## config.mk

```make
export PLATFORM = sky130hd
export DESIGN_NAME = alu16
export DESIGN_NICKNAME = d
export VERILOG_FILES = /design/src/rtl/alu16_pkg.sv /design/src/rtl/alu16_arith.sv /design/src/rtl/alu16_logic.sv /design/src/rtl/alu16_shift.sv /design/src/rtl/alu16.sv
export SDC_FILE = /design/constraint.sdc
export NUM_CORES = 1
export LEC_CHECK = 0
export BUFFER_PORTS_ARGS = -buffer_cell sky130_fd_sc_hd__buf_2
export CAP_MARGIN = 30
export CORE_MARGIN = 2
export CORE_UTILIZATION = 60
export CTS_CLUSTER_DIAMETER = 30
export DETAILED_ROUTE_END_ITERATION = 10
export HOLD_SLACK_MARGIN = 0.15
export PLACE_DENSITY = 0.94
export SLEW_MARGIN = 5
export SYNTH_ARGS = -nofsm -noshare
export SYNTH_HDL_FRONTEND = slang
export SYNTH_SLANG_ARGS = --single-unit
```

## constraint.sdc

```tcl
create_clock -name clk -period 6.35 [get_ports clk]
set_clock_uncertainty 0.05 [all_clocks]
set_input_delay 1.27 -clock clk [delete_from_list [all_inputs] [get_ports clk]]
set_output_delay 1.27 -clock clk [all_outputs]
set_load 0.05 [all_outputs]
```

## src/rtl/alu16_pkg.sv

```systemverilog
package alu16_pkg;
  localparam int unsigned FLAG_W = 4;
  localparam int unsigned FC = 0;
  localparam int unsigned FZ = 1;
  localparam int unsigned FN = 2;
  localparam int unsigned FV = 3;

  typedef enum logic [4:0] {
    OP_ADD  = 5'd0,  OP_ADC  = 5'd1,  OP_SUB = 5'd2,  OP_SBC = 5'd3,
    OP_AND  = 5'd4,  OP_OR   = 5'd5,  OP_XOR = 5'd6,  OP_NOT = 5'd7,
    OP_NEG  = 5'd8,  OP_INC  = 5'd9,  OP_DEC = 5'd10, OP_CMP = 5'd11,
    OP_TST  = 5'd12, OP_ASR  = 5'd13, OP_ASL = 5'd14, OP_ROR = 5'd15,
    OP_ROL  = 5'd16, OP_FCLR = 5'd17, OP_FSET = 5'd18
  } alu_op_e;

  typedef enum logic [2:0] {
    CL_ARITH, CL_LOGIC, CL_SHIFT, CL_FLAG, CL_NONE
  } op_class_e;

  function automatic op_class_e classify(input logic [4:0] op);
    case (op)
      OP_ADD, OP_ADC, OP_SUB, OP_SBC, OP_NEG,
      OP_INC, OP_DEC, OP_CMP, OP_TST:         return CL_ARITH;
      OP_AND, OP_OR, OP_XOR, OP_NOT:          return CL_LOGIC;
      OP_ASR, OP_ASL, OP_ROR, OP_ROL:         return CL_SHIFT;
      OP_FCLR, OP_FSET:                       return CL_FLAG;
      default:                                return CL_NONE;
    endcase
  endfunction
endpackage

```

## src/rtl/alu16_arith.sv

```systemverilog
module alu16_arith
  import alu16_pkg::*;
#(
  parameter int unsigned W = 16
) (
  input  logic [4:0]   op,
  input  logic [W-1:0] a,
  input  logic [W-1:0] b,
  input  logic         cin,
  output logic [W-1:0] res,
  output logic         c_out,
  output logic         v_out
);
  // One adder serves every arithmetic form; subtraction adds the inverse.
  function automatic logic [W:0] add_full(input logic [W-1:0] l,
                                          input logic [W-1:0] r,
                                          input logic ci);
    return {1'b0, l} + {1'b0, r} + {{W{1'b0}}, ci};
  endfunction

  function automatic logic ovf(input logic [W-1:0] l, input logic [W-1:0] r,
                               input logic [W-1:0] s);
    return (l[W-1] == r[W-1]) && (s[W-1] != l[W-1]);
  endfunction

  logic [W-1:0] lhs, rhs;
  logic         ci, borrow_mode;
  logic [W:0]   sum;

  always_comb begin
    lhs = a;
    rhs = b;
    ci = 1'b0;
    borrow_mode = 1'b0;
    case (op)
      OP_ADC: ci = cin;
      OP_SUB, OP_CMP: begin rhs = ~b; ci = 1'b1; borrow_mode = 1'b1; end
      OP_SBC: begin rhs = ~b; ci = ~cin; borrow_mode = 1'b1; end
      OP_TST: begin rhs = '1; ci = 1'b1; borrow_mode = 1'b1; end
      OP_NEG: begin lhs = '0; rhs = ~a; ci = 1'b1; borrow_mode = 1'b1; end
      OP_INC: begin rhs = '0; ci = 1'b1; end
      OP_DEC: begin rhs = '1; borrow_mode = 1'b1; end
      default: ;
    endcase
  end

  assign sum   = add_full(lhs, rhs, ci);
  assign res   = sum[W-1:0];
  assign c_out = borrow_mode ? ~sum[W] : sum[W];
  assign v_out = ovf(lhs, rhs, sum[W-1:0]);
endmodule

```

## src/rtl/alu16_logic.sv

```systemverilog
module alu16_logic
  import alu16_pkg::*;
#(
  parameter int unsigned W = 16
) (
  input  logic [4:0]   op,
  input  logic [W-1:0] a,
  input  logic [W-1:0] b,
  output logic [W-1:0] res
);
  always_comb begin
    case (op)
      OP_AND:  res = a & b;
      OP_OR:   res = a | b;
      OP_XOR:  res = a ^ b;
      OP_NOT:  res = ~a;
      default: res = '0;
    endcase
  end
endmodule

```

## src/rtl/alu16_shift.sv

```systemverilog
module alu16_shift
  import alu16_pkg::*;
#(
  parameter int unsigned W   = 16,
  parameter int unsigned SHW = $clog2(W)
) (
  input  logic [4:0]     op,
  input  logic [W-1:0]   a,
  input  logic [SHW-1:0] shamt,
  input  logic           cin,
  output logic [W-1:0]   res,
  output logic           c_out
);
  localparam int unsigned DW = 2 * W;

  // Each form returns {carry, result}; the carry is the last bit moved out.
  function automatic logic [W:0] f_asr(input logic [W-1:0] x, input logic [SHW-1:0] s);
    logic signed [W:0] ext;
    ext = $signed({x, 1'b0}) >>> s;
    return {ext[0], ext[W:1]};
  endfunction

  function automatic logic [W:0] f_asl(input logic [W-1:0] x, input logic [SHW-1:0] s);
    logic [W:0] ext;
    ext = {1'b0, x} << s;
    return ext;
  endfunction

  function automatic logic [W:0] f_ror(input logic [W-1:0] x, input logic [SHW-1:0] s);
    logic [DW-1:0] dbl;
    dbl = {x, x} >> s;
    return {dbl[W-1], dbl[W-1:0]};
  endfunction

  function automatic logic [W:0] f_rol(input logic [W-1:0] x, input logic [SHW-1:0] s);
    logic [DW-1:0] dbl;
    dbl = {x, x} << s;
    return {dbl[W], dbl[DW-1:W]};
  endfunction

  logic [W:0] pick;

  always_comb begin
    case (op)
      OP_ASR:  pick = f_asr(a, shamt);
      OP_ASL:  pick = f_asl(a, shamt);
      OP_ROR:  pick = f_ror(a, shamt);
      OP_ROL:  pick = f_rol(a, shamt);
      default: pick = {1'b0, a};
    endcase
  end

  assign res   = pick[W-1:0];
  assign c_out = (shamt == '0) ? cin : pick[W];
endmodule

```

## src/rtl/alu16.sv

```systemverilog
module alu16
  import alu16_pkg::*;
#(
  parameter int unsigned W   = 16,
  parameter int unsigned SHW = $clog2(W)
) (
  input  logic              clk,
  input  logic              rst_n,
  input  logic              valid_i,
  input  logic [4:0]        op_i,
  input  logic [W-1:0]      dst_i,
  input  logic [W-1:0]      opnd_i,
  input  logic [W-1:0]      imm_i,
  input  logic              imm_sel_i,
  input  logic [SHW-1:0]    shamt_i,
  output logic [W-1:0]      result_o,
  output logic              wr_en_o,
  output logic [FLAG_W-1:0] flags_o
);
  logic [W-1:0]      opnd_sel;
  logic [FLAG_W-1:0] flags_q, flags_d;
  logic [W-1:0]      ar_res, lg_res, sh_res;
  logic              ar_c, ar_v, sh_c;
  logic              wr_raw;
  op_class_e         cls;

  // Named events for the checker.
  logic is_arith, is_logic, is_shift, is_flag, no_write_op, shamt_zero;

  assign opnd_sel    = imm_sel_i ? imm_i : opnd_i;
  assign cls         = classify(op_i);
  assign is_arith    = (cls == CL_ARITH);
  assign is_logic    = (cls == CL_LOGIC);
  assign is_shift    = (cls == CL_SHIFT);
  assign is_flag     = (cls == CL_FLAG);
  assign no_write_op = (cls == CL_NONE) || is_flag ||
                       (op_i == OP_CMP) || (op_i == OP_TST);
  assign shamt_zero  = (shamt_i == '0);

  alu16_arith #(.W(W)) u_arith (
    .op(op_i), .a(dst_i), .b(opnd_sel), .cin(flags_q[FC]),
    .res(ar_res), .c_out(ar_c), .v_out(ar_v)
  );

  alu16_logic #(.W(W)) u_logic (
    .op(op_i), .a(dst_i), .b(opnd_sel), .res(lg_res)
  );

  alu16_shift #(.W(W), .SHW(SHW)) u_shift (
    .op(op_i), .a(dst_i), .shamt(shamt_i), .cin(flags_q[FC]),
    .res(sh_res), .c_out(sh_c)
  );

  always_comb begin
    result_o = '0;
    flags_d  = flags_q;
    case (cls)
      CL_ARITH: begin
        result_o = ar_res;
        flags_d  = {ar_v, ar_res[W-1], ar_res == '0, ar_c};
      end
      CL_LOGIC: begin
        result_o = lg_res;
        flags_d  = {1'b0, lg_res[W-1], lg_res == '0, 1'b0};
      end
      CL_SHIFT: begin
        result_o = sh_res;
        flags_d  = {1'b0, sh_res[W-1], sh_res == '0, sh_c};
      end
      CL_FLAG: begin
        if (op_i == OP_FCLR) flags_d = flags_q & ~opnd_sel[FLAG_W-1:0];
        else                 flags_d = flags_q | opnd_sel[FLAG_W-1:0];
      end
      default: ;
    endcase
  end

  assign wr_raw  = !no_write_op;
  assign wr_en_o = valid_i && wr_raw;

  always_ff @(posedge clk or negedge rst_n) begin
    if (!rst_n)       flags_q <= '0;
    else if (valid_i) flags_q <= flags_d;
  end

  assign flags_o = flags_q;
endmodule

```

==> impl_metrics.py <==
metrics = {
    "pwr": {
        "switching_share_pct": 60.8,
        "switching_power_mw": 0.487,
        "vdd_drop_max_mv": 0.149,
        "power_frac_clock_pct": 7.2,
        "power_mw": 0.801,
        "p_leak_nw": 2.75,
        "p_per_area_nw_per_um2": 133,
        "internal_power_mw": 0.314,
        "share_comb_of_total_power_pct": 88.1,
        "seqPwrFrac_pct": 4.7,
    },
    "floorplanning": {
        "core.rowCount": 34,
        "die_area_um2": 9900,
        "num_io_pins": 82,
        "die_y_um": 99.5,
        "start_util_pct": 62.4,
        "die_x_um": 99.5,
        "core_area_um2": 8760,
    },
    "logic_synthesis": {
        "syn_inst": 744,
        "synth_fp_nets": 859,
        "yosys.area.top_type": "ha_1",
        "yosysUniqueCellTypes": 72,
        "synthDominantCellAreaShare_pct": 11.9,
        "ys_seq_area_share_pct": 1.83,
        "synth_async_sr_flop_share_pct": 100,
        "synth_warnings": 0,
        "syn_avg_cell_area_um2": 7.35,
        "ys_seq_elements": 4,
        "ys_top_cells_by_count": "nor2_1 (75), o21ai_0 (65), mux2i_1 (59), ha_1 (52), nand2_1 (49)",
        "synth_most_common_cell": "nor2_1",
        "synth_ff_type": "dfrtp_1",
        "synth_area_leaders": "ha_1 (12%), mux4_2 (11%), mux2i_1 (11%)",
        "synth_area_um2": 5470,
        "synth_enable_flop_cells": 0,
    },
    "status": {
        "outcome": "completed",
    },
    "clocking": {
        "path_clk_slew_ns": 0.03,
        "htreeDepth": 1,
        "clockRootBuffer": "clkbuf_8",
        "cts_tree": "done",
        "clk_latency_ns": 0.23,
        "cts-buffers-inserted": 3,
        "ctsLongestPathBuffers": 2,
        "cts_hold_buf": 0,
        "clock-sinks": 4,
    },
    "hold_path": {
        "hp-start": "flags_o[3]",
        "hp-class": "reg -> reg",
    },
    "worst_setup_path": {
        "start_kind": "input pin",
        "criticalPathCategory": "in -> out",
        "end_kind": "output port",
        "cp-startpoint": "op_i[0]",
        "rrSetupSlack_ns": 2.22,
        "max_stage_delay_ns": 0.29,
        "worst_path_most_repeated_cell": "a21oi_2",
        "arrival_ns": 4.77,
        "crit_fanout": 6,
        "cpMaxStageDelayCell": "a31o_2",
        "endpoint": "result_o[13]",
        "r2r-start": "flags_o[0]",
        "r2r_end": "flags_o[1]",
        "rr_worst_depth": 16,
        "path_cells": "buf_2 > inv_1 > ha_2 > a21oi_1 > nor3_2 > buf_4 > a221oi_2 > o21a_1 > inv_1 > ha_1 > a21o_1 > a21oi_2 > o211ai_1 > a31o_2 > a21oi_2 > o21bai_1 > a21oi_2 > xor2_2 > o21ai_2 > clkbuf_4",
        "cp.required_ns": 5.03,
    },
    "global_routing": {
        "grt_max_degree": 35,
        "grt_pass1_wl_um": 34800,
        "grt_overflow_total": 0,
        "grt_pass1_vias": 6405,
        "antenna_found_initial": 0,
        "grt_use_total_pct": 44.3,
    },
    "timing": {
        "period_minus_slack_ns": 6.09,
        "hold_ws_ns": 0.497,
        "relSlewSlack_pct": 39.1,
        "finalCritPeriodShare_pct": 95.9,
        "fmax_mhz": 164,
        "hold_viol": 0,
        "final.setup.tns_ns": 0,
        "worst_pin_slew_ns": 0.909,
        "setup_viol": 0,
        "drv_slew": 0,
    },
    "drt": {
        "num_vias": 6853,
        "drtIter0Drc": 1002,
        "first_pass_iters": 6,
        "ant_nets": 0,
        "wl_um": 22300,
        "vias_per_cell": 7.69,
        "avgRoutedWirePerCell_um": 25.1,
        "drt_drc_violations_left": 0,
    },
    "placement": {
        "place_area_um2": 5930,
        "dp_hpwl_um": 17200,
        "gp_congestion": 1.12,
        "place.port_buffers": 81,
        "dp_cells": 886,
    },
    "cells_and_area": {
        "nets": 900,
        "largest_reg_flops": 4,
        "fill_cells": 748,
        "fin_area_um2": 6040,
        "ff_latch_area_um2": 100,
        "multi_input_area_um2": 4970,
        "diodes": 0,
        "areaGrowthSynthToFinish_pct": 10.4,
        "drive_gt1_share_pct": 22.2,
        "instances_no_fill": 891,
    },
    "flow_run": {
        "maxCapViolCount": 0,
    },
}
[layout make-up]
type / instances / share of cell area, %
clock buffer: 3 / 0.684
inverter: 47 / 2.92
tap: 108 / 2.24
multi-input combinational: 624 / 82.4
timing repair buffer: 105 / 10.1
sequential: 4 / 1.66
[logic make-up after synthesis]
logic type,count (synthesis),synth area share (%)
multiplexers,98,24.4
adder cells (fa/ha/maj),54,12.6
XOR/XNOR,16,2.56
AO/OA/AOI/OAI,247,31.2
AND/OR/NAND/NOR,209,18.8
flip-flops,4,1.83
buffers and inverters,116,8.60
[stage by stage]
stage	util, %	worst slack [ns]
final	68.9	0.261
after CTS	68.2	0.000504
after detailed placement	67.7	0.0172
after global placement	67.7	0.183
after floorplan	-	0.0349
after global routing	68.9	-0.0445
[power groups by stage]
stage               Clock, mW  Combinational (mW)  Sequential, mW
finish                 0.0579               0.706          0.0374
global route           0.0593               0.740          0.0374
CTS                    0.0573               0.668          0.0369
detailed placement          0               0.665          0.0366
global placement            0               0.654          0.0364
floorplan                   0               0.473          0.0485
[critical path, delay by kind of cell]
| family | cells | cell delay (ns) |
|---|---|---|
| AO/OA/AOI/OAI | 11 | 2.05 |
| XOR/XNOR | 1 | 0.24 |
| adder cells (fa/ha/maj) | 2 | 0.49 |
| buffers and inverters | 5 | 0.63 |
| AND/OR/NAND/NOR | 1 | 0.08 |
[timing repair]
action | 4_1_cts | 5_1_grt
pin swaps | 1 | 3
buffers inserted | 0 | 2
setup endpoints to repair | 1 | 7
resized for setup | 0 | 16
[cells in the final DEF (no fill, tap or decap), types with 4 or more instances in the layout]
cell,n
o21ai_0,59
buf_2,80
nand2_1,49
a22oi_1,12
ha_1,50
a31oi_1,4
mux4_2,27
o22ai_1,7
a21oi_2,5
o21ai_1,9
or2_2,4
o21ai_2,4
a32oi_1,4
and3_1,4
nor2_1,75
xnor2_1,9
a221o_1,11
nor2b_1,4
xor2_1,6
inv_1,46
o211ai_1,6
nor3_1,11
a221oi_1,36
a21oi_1,31
mux2i_1,59
a21o_1,7
dfrtp_1,4
buf_4,22
a41oi_1,4
a211oi_1,6
mux2_2,12
or4_1,5
and2_1,6
nand2b_1,15
nand3_1,11
[layer usage]
metal | global-route usage (%) | routed length (um) | vias to the layer above
met4 | 23.6 | 1500 | 0
met2 | 68.7 | 9710 | 633
met5 | 0 | 0 | -
met1 | 56.4 | 8090 | 3140
li1 | - | - | 2911
met3 | 11.6 | 3040 | 169
[worst min-delay path by stage]
stage | to | slack (ns) | cells past startpoint
after floorplan | flags_o[0] | 0.46 | 2
after detailed placement | flags_o[2] | 0.47 | 1
after CTS | flags_o[3] | 0.49 | 1
final | flags_o[3] | 0.50 | 1
after global placement | flags_o[2] | 0.44 | 1
after global routing | flags_o[3] | 0.49 | 1
Power figures use the tool's default switching activity.
